===== src/rtl/cr_mon_pkg.sv =====
package cr_mon_pkg;
  localparam int unsigned SWING_W   = 2;
  localparam int unsigned SWING_MAX = (1 << SWING_W) - 1;

  typedef enum logic [1:0] {
    RSN_NONE   = 2'd0,
    RSN_TOTAL  = 2'd1,
    RSN_MAXSW  = 2'd2,
    RSN_REPEAT = 2'd3
  } reason_e;
endpackage


===== src/rtl/cr_swing_compare.sv =====
module cr_swing_compare
  import cr_mon_pkg::*;
#(
  parameter int unsigned LANES = 4
) (
  input  logic [LANES*SWING_W-1:0] prev_i,
  input  logic [LANES*SWING_W-1:0] new_i,
  input  logic [1:0]               lane_mode_i,
  output logic                     same_o,
  output logic                     all_max_o
);
  localparam int unsigned CNT_W = $clog2(LANES) + 3;

  logic [CNT_W-1:0] n_en;
  logic [LANES-1:0] lane_eq, lane_max;

  assign n_en = CNT_W'(1) << lane_mode_i;

  for (genvar k = 0; k < LANES; k++) begin : g_lane
    logic               en;
    logic [SWING_W-1:0] p, n;
    assign en = CNT_W'(k) < n_en;
    assign p  = prev_i[k*SWING_W +: SWING_W];
    assign n  = new_i[k*SWING_W +: SWING_W];
    // disabled lanes always agree
    assign lane_eq[k]  = !en || (p == n);
    assign lane_max[k] = !en || ((p == SWING_W'(SWING_MAX)) && (n == SWING_W'(SWING_MAX)));
  end

  assign same_o    = &lane_eq;
  assign all_max_o = &lane_max;

  always_comb begin
    if (all_max_o && !same_o) begin
      AST_MAX_IMPLIES_SAME: assert (0) else $error("max without equality");
    end
  end
endmodule


===== src/rtl/cr_attempt_counters.sv =====
module cr_attempt_counters #(
  parameter int unsigned TOTAL_LIMIT = 10,
  parameter int unsigned SAME_LIMIT  = 5
) (
  input  logic clk_i,
  input  logic rst_ni,
  input  logic clr_i,
  input  logic step_i,
  input  logic same_i,
  output logic total_hit_o,
  output logic repeat_hit_o
);
  localparam int unsigned TW = $clog2(TOTAL_LIMIT + 1);
  localparam int unsigned SW = $clog2(SAME_LIMIT + 1);

  logic [TW-1:0] total_q;
  logic [SW-1:0] same_q;

  assign total_hit_o  = (32'(total_q) + 32'd1) >= TOTAL_LIMIT;
  assign repeat_hit_o = same_i && ((32'(same_q) + 32'd1) >= SAME_LIMIT);

  always_ff @(posedge clk_i or negedge rst_ni) begin
    if (!rst_ni) begin
      total_q <= '0;
      same_q  <= '0;
    end else if (clr_i) begin
      total_q <= '0;
      same_q  <= '0;
    end else if (step_i) begin
      total_q <= total_q + TW'(1);
      same_q  <= same_i ? same_q + SW'(1) : SW'(1);
    end
  end

  AST_TOTAL_BOUND: assert property (@(posedge clk_i) disable iff (!rst_ni)
    32'(total_q) < TOTAL_LIMIT) else $error("total counter overflow");
  AST_SAME_BOUND: assert property (@(posedge clk_i) disable iff (!rst_ni)
    32'(same_q) < SAME_LIMIT) else $error("repeat counter overflow");
  AST_SAME_RESTART: assert property (@(posedge clk_i) disable iff (!rst_ni)
    step_i && !clr_i && !same_i |=> same_q == SW'(1)) else $error("repeat restart");
endmodule


===== src/rtl/cr_fallback_arbiter.sv =====
module cr_fallback_arbiter
  import cr_mon_pkg::*;
(
  input  logic       clk_i,
  input  logic       rst_ni,
  input  logic       clear_i,
  input  logic       step_i,
  input  logic       total_hit_i,
  input  logic       max_hit_i,
  input  logic       repeat_hit_i,
  output logic       fire_o,
  output logic       fallback_o,
  output logic [1:0] reason_o
);
  reason_e reason_d, reason_q;
  logic    flag_q;

  always_comb begin
    if (total_hit_i)       reason_d = RSN_TOTAL;
    else if (max_hit_i)    reason_d = RSN_MAXSW;
    else if (repeat_hit_i) reason_d = RSN_REPEAT;
    else                   reason_d = RSN_NONE;
  end

  assign fire_o = step_i && (reason_d != RSN_NONE);

  always_ff @(posedge clk_i or negedge rst_ni) begin
    if (!rst_ni) begin
      flag_q   <= 1'b0;
      reason_q <= RSN_NONE;
    end else if (clear_i) begin
      flag_q   <= 1'b0;
      reason_q <= RSN_NONE;
    end else if (fire_o) begin
      flag_q   <= 1'b1;
      reason_q <= reason_d;
    end
  end

  assign fallback_o = flag_q;
  assign reason_o   = reason_q;

  AST_FLAG_HOLD: assert property (@(posedge clk_i) disable iff (!rst_ni)
    fallback_o && !clear_i |=> fallback_o && $stable(reason_o)) else $error("flag dropped");
  AST_CLEAR_EMPTY: assert property (@(posedge clk_i) disable iff (!rst_ni)
    clear_i |=> !fallback_o && reason_o == 2'd0) else $error("clear ignored");
  AST_REASON_MATCH: assert property (@(posedge clk_i) disable iff (!rst_ni)
    fallback_o == (reason_o != 2'd0)) else $error("reason mismatch");
  AST_TOTAL_FIRST: assert property (@(posedge clk_i) disable iff (!rst_ni)
    fire_o && total_hit_i && !clear_i |=> reason_o == 2'd1) else $error("priority");
endmodule


===== src/rtl/cr_retry_monitor.sv =====
module cr_retry_monitor
  import cr_mon_pkg::*;
#(
  parameter int unsigned LANES       = 4,
  parameter int unsigned TOTAL_LIMIT = 10,
  parameter int unsigned SAME_LIMIT  = 5
) (
  input  logic                     clk_i,
  input  logic                     rst_ni,
  input  logic                     clear_i,
  input  logic                     attempt_i,
  input  logic [LANES*SWING_W-1:0] prev_swing_i,
  input  logic [LANES*SWING_W-1:0] new_swing_i,
  input  logic [1:0]               lane_mode_i,
  output logic                     fallback_o,
  output logic [1:0]               reason_o
);
  logic same, all_max, step, fire;
  logic total_hit, repeat_hit;

  // strobes while flagged or clearing are dropped
  assign step = attempt_i && !fallback_o && !clear_i;

  cr_swing_compare #(.LANES(LANES)) i_cmp (
    .prev_i      (prev_swing_i),
    .new_i       (new_swing_i),
    .lane_mode_i (lane_mode_i),
    .same_o      (same),
    .all_max_o   (all_max)
  );

  cr_attempt_counters #(.TOTAL_LIMIT(TOTAL_LIMIT), .SAME_LIMIT(SAME_LIMIT)) i_cnt (
    .clk_i        (clk_i),
    .rst_ni       (rst_ni),
    .clr_i        (clear_i || fire),
    .step_i       (step),
    .same_i       (same),
    .total_hit_o  (total_hit),
    .repeat_hit_o (repeat_hit)
  );

  cr_fallback_arbiter i_arb (
    .clk_i        (clk_i),
    .rst_ni       (rst_ni),
    .clear_i      (clear_i),
    .step_i       (step),
    .total_hit_i  (total_hit),
    .max_hit_i    (same && all_max),
    .repeat_hit_i (repeat_hit),
    .fire_o       (fire),
    .fallback_o   (fallback_o),
    .reason_o     (reason_o)
  );

  AST_RISE_NEEDS_STROBE: assert property (@(posedge clk_i) disable iff (!rst_ni)
    $rose(fallback_o) |-> $past(attempt_i) && !$past(clear_i)) else $error("spurious fallback");
endmodule


===== config.mk =====
export PLATFORM = sky130hd
export DESIGN_NAME = cr_retry_monitor
export DESIGN_NICKNAME = d
export VERILOG_FILES = /design/src/rtl/cr_mon_pkg.sv /design/src/rtl/cr_swing_compare.sv /design/src/rtl/cr_attempt_counters.sv /design/src/rtl/cr_fallback_arbiter.sv /design/src/rtl/cr_retry_monitor.sv
export SDC_FILE = /design/constraint.sdc
export NUM_CORES = 1
export LEC_CHECK = 0
export BUFFER_PORTS_ARGS = -buffer_cell sky130_fd_sc_hd__buf_2
export CAP_MARGIN = 25
export CORE_MARGIN = 4
export CORE_UTILIZATION = 52
export DETAILED_ROUTE_END_ITERATION = 10
export PLACE_DENSITY = 0.81
export RECOVER_POWER = 25
export SLEW_MARGIN = 20
export SYNTH_ARGS = -nofsm -noshare
export SYNTH_HDL_FRONTEND = slang
export SYNTH_SLANG_ARGS = --single-unit

===== constraint.sdc =====
create_clock -name clk_i -period 4.1 [get_ports clk_i]
set_input_delay 0 -clock clk_i [delete_from_list [all_inputs] [get_ports clk_i]]
set_output_delay 0 -clock clk_i [all_outputs]
set_load 0.01 [all_outputs]

==> tab_implementation.tex <==
\begin{tabular}{lr}
\hline
Metric & Value \\
\hline
\multicolumn{2}{l}{\textbf{Die}} \\
\quad \# IOs & 25 \\
\quad Initial cell density of the core & 0.587 \\
\quad Vert. Die Dim & 47.5 um \\
\quad Core Area & 1380 um\^{}2 \\
\quad Area of the die & 2260 um\^{}2 \\
\quad Die Wd & 47.5 um \\
\quad Total number of placement rows & 13 \\
\multicolumn{2}{l}{\textbf{Worst setup path}} \\
\quad Crit path depth & 7 \\
\quad Critical Path Start & i\_cnt.total\_q[0]\$\_DFFE\_PN0P\_ \\
\quad Reg-to-reg startpoint & i\_cnt.total\_q[0]\$\_DFFE\_PN0P\_ \\
\quad Required arrival time at the worst endpoint & 4.28 ns \\
\quad Setup crit end kind & register \\
\quad Data arrival time of the critical path & 2.35 ns \\
\quad Worst Path Class, Setup & reg2reg \\
\quad Maximum fanout encountered on the critical timing path & 8 \\
\quad Crit-path leading delay family & compound AO/OA/AOI/OAI gates \\
\quad Worst Reg2Reg Path Length in Cells & 7 \\
\quad Sort of element at the start of the critical path & register \\
\quad Highest cell delay on the worst timing path & 0.56 ns \\
\quad Critical-path top delay cell & a311oi\_2 \\
\quad Cell breakdown of the critical path & ha\_1 > nand3b\_1 > a31oi\_1 > a311oi\_2 > and2\_1 > a211oi\_1 > nor3\_1 \\
\quad Crit path buf inv count & 0 \\
\multicolumn{2}{l}{\textbf{Timing}} \\
\quad Final hold vios & 0 \\
\quad Sum Neg Setup Slack & 0 ns \\
\quad Max-slew violation count & 0 \\
\quad Setup skew after layout & 0.000634 ns \\
\quad Final Cycle Share & 0.529 \\
\quad Worst Max-Slew Pin Slew & 0.613 ns \\
\quad Total of endpoints with negative setup slack in the final report & 0 \\
\quad Achievable frequency & 461 MHz \\
\quad RSZ-0062 raised after global routing & false \\
\quad Tightest slew margin relative to the limit & 0.590 \\
\quad Fin worst setup slack & 1.93 ns \\
\quad Minimum period implied by the final worst setup slack & 2.17 ns \\
\quad Worst hold margin & 0.0121 ns \\
\multicolumn{2}{l}{\textbf{Yosys}} \\
\quad Largest family of logic cells by synthesized area & simple AND/OR/NAND/NOR gates \\
\quad Count of distinct cell types in the synthesized netlist & 30 \\
\quad Syn\_area\_per\_cell & 8.64 um\^{}2 \\
\quad Cell area after synthesis & 812 um\^{}2 \\
\quad Top area cells in the synthesized netlist & dfrtp\_1, xor2\_1, ha\_1, nor4\_1, nand2\_1 \\
\quad Largest area contributor in the netlist & dfrtp\_1 \\
\quad \#FFs+latches synth & 10 \\
\quad Post-synthesis async set-or-reset flop share & 1.00 \\
\quad Top\_reg\_cell synth & dfrtp\_1 \\
\quad Post-synthesis share of cell area spent on xor and xnor gates & 0.0863 \\
\quad Post-synthesis compound-gate area fraction & 0.234 \\
\quad Number of warning messages in the yosys log & 0 \\
\quad Area fraction in and, or, nand and nor cells after synthesis & 0.257 \\
\quad Adder and majority gate portion of the synthesized area & 0.0770 \\
\quad Multiplexer fraction of the synthesized cell area & 0 \\
\quad Most common cell in the netlist & dfrtp\_1 \\
\quad Post-Synthesis Net Count & 121 \\
\quad Seq/Total Area, Yosys & 0.308 \\
\quad Leading post-synthesis cells by instance count & dfrtp\_1, nand2\_1, xor2\_1 \\
\quad Proportion of netlist area held by the largest area contributor & 0.308 \\
\quad Synth Instances & 94 \\
\quad Post-synth EDFFs & 0 \\
\multicolumn{2}{l}{\textbf{Hold path}} \\
\quad Worst hold-check path type & in2reg \\
\quad Number of cells on the worst hold path & 2 \\
\quad Startpoint of the worst hold path & clear\_i \\
\multicolumn{2}{l}{\textbf{Layout}} \\
\quad ANT cells & 0 \\
\quad Sequential cell area & 250 um\^{}2 \\
\quad Area of all placed cells without fillers & 988 um\^{}2 \\
\quad Area taken by multi-input logic gates & 532 um\^{}2 \\
\quad Number of fill cells in the layout & 114 \\
\quad Area growth from synthesis to final layout & 21.7\% \\
\quad Nets@finish & 149 \\
\quad Final Non-Filler Cells & 136 \\
\quad Share of cells above drive strength 1 & 0.281 \\
\multicolumn{2}{l}{\textbf{Place}} \\
\quad HPWL after DPL & 1580 um \\
\quad I/O Buffers & 24 \\
\quad Weighted congestion reported at the end of routability-driven placement & 0.793 \\
\quad DP Area & 943 um\^{}2 \\
\quad Total instance count after detailed placement & 131 \\
\quad Pre-CTS setup slack & 1.96 ns \\
\multicolumn{2}{l}{\textbf{Run status}} \\
\quad Outcome & complete, no violations \\
\multicolumn{2}{l}{\textbf{Routing}} \\
\quad Vias after detailed routing & 859 \\
\quad Remaining DRCs & 0 \\
\quad Post-Route M1 WL & 799 um \\
\quad Via density per instance & 6.32 \\
\quad Routed length on met2 & 950 um \\
\quad Routed length per placed instance & 14.4 um \\
\quad Remaining number of nets flagged by the antenna check after routing & 0 \\
\quad Wire length on met3 & 191 um \\
\quad Highest metal used & met4 \\
\quad Final wirelength & 1970 um \\
\quad Count of routing violations after the opening detailed-route iteration & 21 \\
\quad Number of detailed-routing iterations run before antenna repair & 4 \\
\multicolumn{2}{l}{\textbf{Job}} \\
\quad Reported max-cap violation count & 0 \\
\multicolumn{2}{l}{\textbf{Pwr}} \\
\quad Areal power density over the cells & 241 nW/um\^{}2 \\
\quad Leakage power total & 0.451 nW \\
\quad Max IR drop VDD & 0.197 mV \\
\multicolumn{2}{l}{\textbf{GRT}} \\
\quad Total congestion overflow & 0 \\
\quad Largest net degree at the start of global routing & 11 \\
\quad Initial antenna violation count & 0 \\
\quad First-pass GRT wire length & 3260 um \\
\quad Tot GR Track Use & 0.199 \\
\quad Number of global-route vias before repair & 770 \\
\multicolumn{2}{l}{\textbf{Clock tree}} \\
\quad Clock tree root buffer cell & clkbuf\_4 \\
\quad Number of clock sinks & 10 \\
\quad Skew-Pair Late Insertion Delay & 0.26 ns \\
\quad Post-CTS Setup Inserts & 0 \\
\quad Depth of the CTS H-tree & 1 \\
\quad Maximum number of buffers from clock root to sink & 2 \\
\quad TritonCTS clock tree & built \\
\quad Clk pin slew, worst setup/hold paths & 0.07 ns \\
\quad Total clock buffers created by CTS & 3 \\
\hline
\end{tabular}
placed cells by master (no fill, tap or decap), drive strengths merged, types with 5 or more instances in the layout:
| cell | netlist | routed |
|---|---|---|
| a21oi | 6 | 6 |
| clkbuf | 2 | 5 |
| o21ai | 5 | 5 |
| buf | 0 | 23 |
| nor4 | 5 | 5 |
| nand2 | 8 | 8 |
| xor2 | 8 | 8 |
| inv | 6 | 6 |
| ha | 5 | 5 |
| dfrtp | 10 | 10 |
area by class of cell:
class                           count  area share
Clock buffer                        4      0.0367
Inverter                            6      0.0228
Sequential cell                    10       0.253
Timing Repair Buffer               25       0.130
Tap cell                           15      0.0190
Multi-Input combinational cell     76       0.538
state kept, by name, indices dropped and copies added (netlist names):
signal / cells
i_cnt.total_q: 4
i_arb.fallback_o: 1
i_cnt.same_q: 3
i_arb.reason_o: 2
routing by layer:
layer	global-route usage	vias to the layer above
met5	0	-
met4	0.0663	0
met3	0.0602	6
met2	0.329	44
met1	0.247	406
li1	-	403
through the flow:
stage | utilization | total power, mW
floorplan | - | 0.130
global placement | 0.682 | 0.148
detailed placement | 0.682 | 0.150
CTS | 0.716 | 0.240
global route | 0.715 | 0.252
finish | 0.715 | 0.238
worst paths after layout:
kind	to	slack, ns
worst max-delay path	i_arb.reason_o[0]$_DFFE_PN0P_	1.93
worst min-delay path	i_arb.fallback_o$_DFFE_PN0P_	0.01
worst max register to register	i_arb.reason_o[0]$_DFFE_PN0P_	1.93
worst min register to register	i_cnt.total_q[1]$_DFFE_PN0P_	0.57
max in group asynchronous	i_cnt.total_q[3]$_DFFE_PN0P_	3.52
min in group asynchronous	i_cnt.same_q[1]$_DFFE_PN0P_	0.23
logic make-up (layout without fill, tap and decap cells):
logic type | after synthesis | in the layout
AND/OR/NAND/NOR | 38 | 38
XOR/XNOR | 8 | 8
buffers and inverters | 8 | 35
adder cells (fa/ha/maj) | 5 | 5
AO/OA/AOI/OAI | 25 | 25
flip-flops | 10 | 10
what timing repair did:
action / in CTS / in global routing
hold buffers: 1 / 0
hold endpoints to repair: 10 / 0
gates resized for setup: 0 / 0
power by group:
| part | switching, mW | leakage, nW | total (mW) | internal (mW) |
|---|---|---|---|---|
| combinational | 0.0246 | 0.293 | 0.0444 | 0.0199 |
| clock | 0.0350 | 0.0210 | 0.0889 | 0.0539 |
| sequential | 0.00368 | 0.137 | 0.105 | 0.101 |
Power figures use the tool's default switching activity.
